### config.mk
export PLATFORM = sky130hd
export DESIGN_NAME = casc_intc
export DESIGN_NICKNAME = d
export VERILOG_FILES = /design/src/rtl/casc_intc_pkg.sv /design/src/rtl/casc_edge_bank.sv /design/src/rtl/casc_ffs.sv /design/src/rtl/casc_intc.sv
export SDC_FILE = /design/constraint.sdc
export NUM_CORES = 1
export LEC_CHECK = 0
export CORE_MARGIN = 2
export CORE_UTILIZATION = 51
export CTS_BUF_LIST = sky130_fd_sc_hd__clkbuf_4 sky130_fd_sc_hd__clkbuf_8 sky130_fd_sc_hd__clkbuf_16
export DETAILED_ROUTE_END_ITERATION = 6
export MAX_ROUTING_LAYER = met4
export PLACE_DENSITY = 0.81
export SLEW_MARGIN = 20
export SYNTH_ARGS = -nofsm -noshare
export SYNTH_HDL_FRONTEND = slang
export SYNTH_SLANG_ARGS = --single-unit
### constraint.sdc
create_clock -name clk -period 3.7 [get_ports clk]
set_clock_uncertainty 0.2 [all_clocks]
set_input_delay 0.555 -clock clk [delete_from_list [all_inputs] [get_ports clk]]
set_output_delay 0.555 -clock clk [all_outputs]
set_load 0.005 [all_outputs]
### src/rtl/casc_intc_pkg.sv
package casc_intc_pkg;

    localparam int NSRC   = 32;
    localparam int REG_AW = 3;
    localparam int IDX_W  = $clog2(NSRC);
    localparam int VEC_W  = $clog2(2 * NSRC + 1);

    // Edge-sensitive source positions
    localparam logic [NSRC-1:0] PRI_EDGE = 32'h71CF_0000;
    localparam logic [NSRC-1:0] SEC_EDGE = 32'h1041_0000;
    localparam logic [NSRC-1:0] SWI_BITS = 32'h7000_0000;

    // Secondary groups and the primary summary bit each one feeds
    localparam logic [NSRC-1:0] GRP_LOW  = 32'h0000_00FF;
    localparam logic [NSRC-1:0] GRP_MID  = 32'h0000_FF00;
    localparam logic [NSRC-1:0] GRP_HIGH = 32'hFFFF_0000;
    localparam int SUM_LOW  = 6;
    localparam int SUM_MID  = 5;
    localparam int SUM_HIGH = 4;

    localparam logic [REG_AW-1:0] A_PSTAT  = 3'd0;
    localparam logic [REG_AW-1:0] A_PMASK  = 3'd1;
    localparam logic [REG_AW-1:0] A_PLATCH = 3'd2;
    localparam logic [REG_AW-1:0] A_SWI    = 3'd3;
    localparam logic [REG_AW-1:0] A_SSTAT  = 3'd4;
    localparam logic [REG_AW-1:0] A_SMASK  = 3'd5;

    typedef struct packed {
        logic              valid;
        logic [VEC_W-1:0]  num;
    } vec_t;

    function automatic logic is_summary(input logic [IDX_W-1:0] idx);
        return (idx == IDX_W'(SUM_LOW)) || (idx == IDX_W'(SUM_MID)) ||
               (idx == IDX_W'(SUM_HIGH));
    endfunction

endpackage

### src/rtl/casc_edge_bank.sv
module casc_edge_bank #(
    parameter int           W         = 32,
    parameter logic [W-1:0] EDGE_MASK = '0
) (
    input  logic         clk,
    input  logic         rst,
    input  logic [W-1:0] level_i,
    input  logic         clr_we_i,
    input  logic [W-1:0] clr_keep_i,
    output logic [W-1:0] status_o,
    output logic [W-1:0] latch_o
);
    for (genvar i = 0; i < W; i++) begin : g_bit
        if (EDGE_MASK[i]) begin : g_edge
            logic prev_q;
            logic held_q;
            always_ff @(posedge clk) begin
                if (rst) begin
                    prev_q <= 1'b0;
                    held_q <= 1'b0;
                end else begin
                    prev_q <= level_i[i];
                    if (level_i[i] && !prev_q)
                        held_q <= 1'b1;
                    else if (clr_we_i && !clr_keep_i[i])
                        held_q <= 1'b0;
                end
            end
            assign status_o[i] = held_q;
            assign latch_o[i]  = held_q;
        end else begin : g_level
            assign status_o[i] = level_i[i];
            assign latch_o[i]  = 1'b0;
        end
    end
endmodule

### src/rtl/casc_ffs.sv
module casc_ffs #(
    parameter int W  = 32,
    parameter int IW = $clog2(W)
) (
    input  logic [W-1:0]  vec_i,
    output logic [IW-1:0] idx_o,
    output logic          found_o
);
    always_comb begin
        idx_o   = '0;
        found_o = |vec_i;
        for (int i = W - 1; i >= 0; i--) begin
            if (vec_i[i]) idx_o = i[IW-1:0];
        end
    end
endmodule

### src/rtl/casc_intc.sv
module casc_intc
    import casc_intc_pkg::*;
#(
    parameter int AW = REG_AW
) (
    input  logic             clk,
    input  logic             rst,
    input  logic [NSRC-1:0]  pri_src_i,
    input  logic [NSRC-1:0]  sec_src_i,
    input  logic             wr_en_i,
    input  logic             rd_en_i,
    input  logic [AW-1:0]    addr_i,
    input  logic [NSRC-1:0]  wdata_i,
    output logic [NSRC-1:0]  rdata_o,
    output logic             irq_o,
    output logic             vec_valid_o,
    output logic [VEC_W-1:0] vec_o
);
    logic [NSRC-1:0] pmask, smask, swi;
    logic [NSRC-1:0] sstat, slatch, smasked;
    logic [NSRC-1:0] plevel, pstat_raw, platch, pstat, ppend;
    logic [IDX_W-1:0] pidx, sidx;
    logic             pfound, sfound;
    vec_t             vec_d, vec_q;

    wire pwr_latch = wr_en_i && (addr_i == A_PLATCH);
    wire swr_latch = wr_en_i && (addr_i == A_SSTAT);

    // Secondary level
    casc_edge_bank #(.W(NSRC), .EDGE_MASK(SEC_EDGE)) u_sec (
        .clk(clk), .rst(rst), .level_i(sec_src_i),
        .clr_we_i(swr_latch), .clr_keep_i(wdata_i),
        .status_o(sstat), .latch_o(slatch)
    );
    assign smasked = sstat & smask;

    // Primary inputs with the three cascade summaries spliced in
    always_comb begin
        plevel           = pri_src_i;
        plevel[SUM_LOW]  = |(smasked & GRP_LOW);
        plevel[SUM_MID]  = |(smasked & GRP_MID);
        plevel[SUM_HIGH] = |(smasked & GRP_HIGH);
    end

    casc_edge_bank #(.W(NSRC), .EDGE_MASK(PRI_EDGE)) u_pri (
        .clk(clk), .rst(rst), .level_i(plevel),
        .clr_we_i(pwr_latch), .clr_keep_i(wdata_i),
        .status_o(pstat_raw), .latch_o(platch)
    );
    assign pstat = pstat_raw | (swi & SWI_BITS);
    assign ppend = pstat & pmask;

    casc_ffs #(.W(NSRC)) u_pri_ffs (.vec_i(ppend),   .idx_o(pidx), .found_o(pfound));
    casc_ffs #(.W(NSRC)) u_sec_ffs (.vec_i(smasked), .idx_o(sidx), .found_o(sfound));

    always_comb begin
        vec_d = '0;
        if (pfound) begin
            vec_d.valid = 1'b1;
            if (is_summary(pidx) && sfound)
                vec_d.num = VEC_W'(sidx) + VEC_W'(NSRC + 1);
            else
                vec_d.num = VEC_W'(pidx) + VEC_W'(1);
        end
    end

    always_ff @(posedge clk) begin
        if (rst) begin
            vec_q <= '0;
            irq_o <= 1'b0;
        end else begin
            vec_q <= vec_d;
            irq_o <= |ppend;
        end
    end
    assign vec_valid_o = vec_q.valid;
    assign vec_o       = vec_q.num;

    // Register port
    always_ff @(posedge clk) begin
        if (rst) begin
            pmask   <= '0;
            smask   <= '0;
            swi     <= '0;
            rdata_o <= '0;
        end else begin
            if (wr_en_i) begin
                case (addr_i)
                    A_PMASK: pmask <= wdata_i;
                    A_SWI:   swi   <= wdata_i & SWI_BITS;
                    A_SMASK: smask <= wdata_i;
                    default: ;
                endcase
            end
            if (rd_en_i) begin
                case (addr_i)
                    A_PSTAT:  rdata_o <= pstat;
                    A_PMASK:  rdata_o <= pmask;
                    A_PLATCH: rdata_o <= platch;
                    A_SWI:    rdata_o <= swi;
                    A_SSTAT:  rdata_o <= sstat;
                    A_SMASK:  rdata_o <= smask;
                    default:  rdata_o <= '0;
                endcase
            end
        end
    end

    wire unused_ok = ^slatch;
endmodule

* Yosys cells after proc, flatten, opt, wreduce, memory -nomap -nowiden
Index checks and enable logic that the tools add are counted.
** Storage, ports and cells
- Register bits :: 134
- Input bits :: 103
** Cells by class
- Add/sub/neg operators :: 2
- Eq/ne operators :: 8
- Mux-type cells :: 93
- Bitwise logic cells :: 4
- Reductions and logical operators :: 77
** Operators by type and width (number)
- 5-bit 2-to-1 mux :: 64
- 32-bit one-hot mux with 6 select lines :: 1
- 32-bit bitwise AND :: 2
- 32-bit OR reduction :: 2
- 32-bit by 31-bit OR with 32-bit output :: 1
- 1-bit logical AND :: 29
- 1-bit 2-to-1 mux :: 26
- 2-bit nonzero test :: 13
- 1-bit logical NOT :: 23
- 16-bit OR reduction :: 1
- 8-bit OR reduction :: 2
- 5-bit by 3-bit equality test with 1-bit output, second input constant :: 3
- 8-bit 2-to-1 mux :: 1
- 5-bit by 6-bit adder with 7-bit output, second input constant :: 1
- 7-bit 2-to-1 mux :: 1
- 5-bit by 1-bit adder with 6-bit output, second input constant :: 1
- 3-bit by 2-bit equality test with 1-bit output, second input constant :: 2
- 3-bit equality test, second input constant :: 2
- 2-bit AND reduction :: 3
- 3-bit by 1-bit equality test with 1-bit output, second input constant :: 1
- 3-bit logical NOT :: 1
- 1-bit logical OR :: 2
- 2-bit OR reduction :: 1
- 1-bit NOT :: 1

* Logic depth before layout (Yosys ltp)
- Word-level depth :: 42
- Gate-level depth with buffers :: 12
- Gate-level depth less buffers :: 12

* By module
From an unflattened synthesis, not the netlist that was laid out.
** Second synthesis, totals
- Cells, all modules :: 1031
- Area, all modules :: 8348.0 µm²
** By module, submodules not included
- casc_intc :: instances 1, cells an instance 679, area each 5650.4 µm²
- casc_edge_bank (u_pri) :: instances 1, cells an instance 137, area each 1229.9 µm²
- casc_ffs :: instances 2, cells an instance 65, area each 385.4 µm²
- casc_edge_bank (u_sec) :: instances 1, cells an instance 85, area each 696.9 µm²

* Least setup slack after synthesis
OpenSTA, ideal clock, no wires.
- Path type :: input to register
- Start point :: input port sec_src_i[4]
- End point :: register vec_q, in the netlist vec_o[3]
- Arrival :: 2866 ps
- Data required time :: 3377 ps
- Setup slack :: 510 ps
- Stages on the path :: 11
- Path buffers :: 0
- Path through :: a22oi_2 nand4_2 a21boi_2 or3b_1 o221ai_4 clkinv_1 ha_1 o2111a_1 a31o_1 nor3_1 a211oi_1
** Between the ends
- Word-level cells in the longest chain between the ends :: 16
- Elaborated cells between the ends (all ways) :: 29
** Ends and longest elaborated chain
- start, declared :: line casc_intc.sv:9 : input logic [NSRC-1:0] sec_src_i,
- 32-bit bitwise AND * :: line casc_intc.sv:35 : assign smasked = sstat & smask;
- parallel branches: the longest is 15 deep, another holds 5-bit by 1-bit adder with 6-bit output
- end signal, assigned :: line casc_intc.sv:72 : vec_q <= vec_d;
- end, declared :: line casc_intc.sv:24 : vec_t vec_d, vec_q;
Mark *: on every way between the ends.
A chain may end at the register's enable or synchronous reset.

* Worst setup path after layout
- Start point :: input port sec_src_i[23]
- End point :: register vec_q, in the netlist vec_o[3]
** Between the ends
- Word-level cells in the longest chain between the ends :: 27
- Elaborated cells between the ends (all ways) :: 46
** Ends and longest elaborated chain
- 32-bit bitwise AND * :: line casc_intc.sv:35
- 5-bit 2-to-1 mux (24 in a row) :: line casc_ffs.sv:13 : if (vec_i[i]) idx_o = i[IW-1:0];
- 5-bit by 6-bit adder with 7-bit output :: line casc_intc.sv:61 : vec_d.num = VEC_W'(sidx) + VEC_W'(NSRC + 1);
- 7-bit 2-to-1 mux :: line casc_intc.sv:60 : if (is_summary(pidx) && sfound)
Every way passes the cells marked *; elsewhere a longest branch is shown, timed or not.

==> metrics.txt <==
status=complete, no violations; Startpoint Class=input pin; pin count of the biggest net entering global routing=100; Yosys Warn Count=0; Post-synth top cells=184 x nand2_1, 133 x dfxtp_1, 129 x a21oi_1; vias per std cell=6.06; critical hold path startpoint=pmask[7]$_SDFFE_PP0P_; final hold vios=0; vias in the first global route=6517; Compound-Gate Fraction of Synth Area=30.5%; Clock Path Buffers=2; H-Tree Level Count=4; r2r setup slk=0.47 ns; Setup Crit Path Kind=in -> reg; Inst Count DP=1130; top cell type by total area after synthesis=dfxtp_1; final net count=1083; post-synthesis xor/xnor area fraction=0.670%; setup violators final=0; post-synthesis net count=around 930; TritonRoute pass-1 iters=7; grt ovf=0; Worst VDD drop=between 0.5 and 0.6 mV; RSZ-0062 raised after global routing=no; data arrival time of the worst path=3.47 ns; Critical Path RT=~3.8 ns; Initial Utilization=just over 50%; Post-Route WL=22700 um; Tmin final=3.37 ns; Area growth syn-to-layout=36.2%; FMAX=0.297 GHz; Root Buffer=clkbuf_16; Post-Syn Area per Cell=7.92 sq um; post-route cell area=0.00890 sq mm; fillers=between 1000 and 1500; register area=0.00266 sq mm; asr flop ratio synth=0%; clk sinks=between 100 and 150; hold endpoint=pmask[7]$_SDFFE_PP0P_; Primary FF master, synth=dfxtp_1; worst reg2reg startpoint=u_pri.g_bit[30].g_edge.held_q$_SDFFE_PP0P_; largest family of logic cells by synthesized area=compound AO/OA/AOI/OAI gates; die width=approximately 120 um; Detailed Place HPWL=about 17000 um; Clock Latency Late Sink=0.42 ns; Post-CTS Resized=0; Area contributors post-synth=dfxtp_1 41%, nand2_1 11%, a21oi_1 9.9%, a22oi_1 8.2%, nor2_1 3.2%; Pwr per Cell Area=around 420 mW/mm^2; Synth Area in Adders=0.575%; Worst-Margin Slew=approximately 1.0 ns; initial antenna violation count=0; WL/cell=19.5 um; Cell variety after synth=65; total of max-cap violations=0; post-synthesis sequential area ratio=~41%; DR iter-0 viols=about 950; Post-Place Setup Slack=-0.0763 ns; ANT cells=0; Placer Congestion=0.975; share of cells above drive strength 1=between 10% and 20%; fin. max-slew vios=0; Leak=0.00324 uW; DR vias=7038; fin worst setup slack=0.331 ns; WHS Path Cells=2; fin cells=1161; multiplexer area fraction after synthesis=3.05%; CP Capture Type=flip-flop; Die Y=roughly 120 um; area occupied by multi-input gates=0.00366 sq mm; die footprint=around 0.014 sq mm; Final TNS setup=0 ns; Routed Antenna Nets=0; Simple-Gate Fraction of Synth Area=21.1%; Ports=between 100 and 150; first-pass GRT wire length=34500 um; Max-slew headroom=32.1%; Area after DPL=0.00829 sq mm; total CTS buffers=17; Hold Path Class=reg -> reg; share of the clock period used by the worst path=91.0%; Hold WS=about 0.27 ns; CORE AREA=roughly 0.013 sq mm; count leader, synth=nand2_1; synthesized flop and latch total=133; CTS Hold Bufs=0; top-area cell type share of the netlist area=40.8%; Post-synth EDFFs=0; R2R cell count=12; Rows=slightly above 40; crit-path max FO=4; worst flop-to-flop path endpoint=vec_o[3]$_SDFF_PP0_; Post-Syn Area=0.00653 sq mm; DR DRC count=0; CTS tree=done; port bufs=140; Reg clk slew, reported paths=0.05 ns; Total Routing Usage GR=34.5%; Mapped Cells=roughly 830; Post-CTS Setup Repair Bufs=0
==> logic make-up after synthesis <==
kind of cell    after synthesis
xor+xnor                      5
buf+inv                      57
compound gates              299
simple gates                312
mux                          16
flops                       133
fa+ha+maj                     3
==> critical path, stage by stage <==
cell,delay (ns)
clkdlybuf4s50_1,0.46
a22o_1,0.26
or4_4,0.58
o21ai_2,0.20
and2_4,0.21
o221ai_4,0.14
ha_1,0.23
o2111a_1,0.30
a31o_1,0.25
nor3_1,0.22
a211oi_1,0.08
==> worst max-delay path by stage <==
stage                  start                   to  slack [ns]  cells past startpoint
3_3_place_gp   sec_src_i[23]  vec_o[3]$_SDFF_PP0_       -0.03                     11
4_1_cts         sec_src_i[4]  vec_o[3]$_SDFF_PP0_        0.35                     12
5_1_grt         sec_src_i[4]  vec_o[3]$_SDFF_PP0_        0.17                     12
6_report       sec_src_i[23]  vec_o[3]$_SDFF_PP0_        0.33                     11
2_1_floorplan   sec_src_i[4]  vec_o[3]$_SDFF_PP0_        0.51                     11
3_5_place_dp    sec_src_i[4]  vec_o[3]$_SDFF_PP0_       -0.08                     12
==> through the flow <==
step | utilization (%) | total power (uW)
floorplan | - | 1780
global placement | 66.0 | 2060
detailed placement | 66.0 | 2070
CTS | 70.8 | 3750
global route | 70.8 | 3880
finish | 70.8 | 3750
==> state kept, by name (all words and copies together) (netlist names) <==
name	cells
pmask	32
u_sec.g_bit.g_edge.held_q	3
vec_o	7
smask	32
u_pri.g_bit.g_edge.held_q	10
u_pri.g_bit.g_edge.prev_q	10
rdata_o	32
u_sec.g_bit.g_edge.prev_q	3
swi	3
vec_valid_o	1
==> area by class of cell <==
class	count	share of cell area (%)
multi-input cells	635	41.2
flip-flops and latches	133	29.9
repair buffers	181	19.3
clock buffers	24	5.72
well taps	172	2.42
clock inverters	7	1.07
inverters	9	0.380
==> metal layers <==
| layer | vias to the layer above | global-route usage, % | part of all wire (%) |
|---|---|---|---|
| met5 | - | - | 0 |
| met1 | 3292 | 46.1 | 42 |
| met4 | 0 | 12.4 | 2.4 |
| met3 | 45 | 7.83 | 9.8 |
| li1 | 3305 | - | - |
| met2 | 396 | 51.5 | 45 |
==> cells in the final DEF (no fill, tap or decap), types with 6 or more instances in the layout <==
| cell | netlist | routed |
|---|---|---|
| nor2_1 | 55 | 55 |
| nand2_1 | 184 | 184 |
| clkdlybuf4s50_1 | 0 | 139 |
| a21oi_1 | 129 | 129 |
| clkbuf_16 | 0 | 17 |
| o22ai_1 | 7 | 7 |
| a22o_1 | 11 | 11 |
| nor2b_1 | 14 | 14 |
| buf_4 | 1 | 41 |
| a31oi_1 | 6 | 6 |
| a22oi_1 | 71 | 71 |
| dfxtp_1 | 133 | 133 |
| nand4_1 | 8 | 8 |
| mux2i_1 | 12 | 12 |
| nand2b_1 | 14 | 14 |
| o21ai_0 | 24 | 24 |
| nand3_1 | 12 | 12 |
==> where the power goes <==
group | switching (uW) | leakage (uW) | internal, uW
Combinational | 269 | 0.00186 | 256
Sequential | 43.6 | 0.00108 | 1480
Clock | 603 | 0.000299 | 1090
Total | 916 | 0.00324 | 2830
No activity file was read; power rests on OpenSTA's default activity.
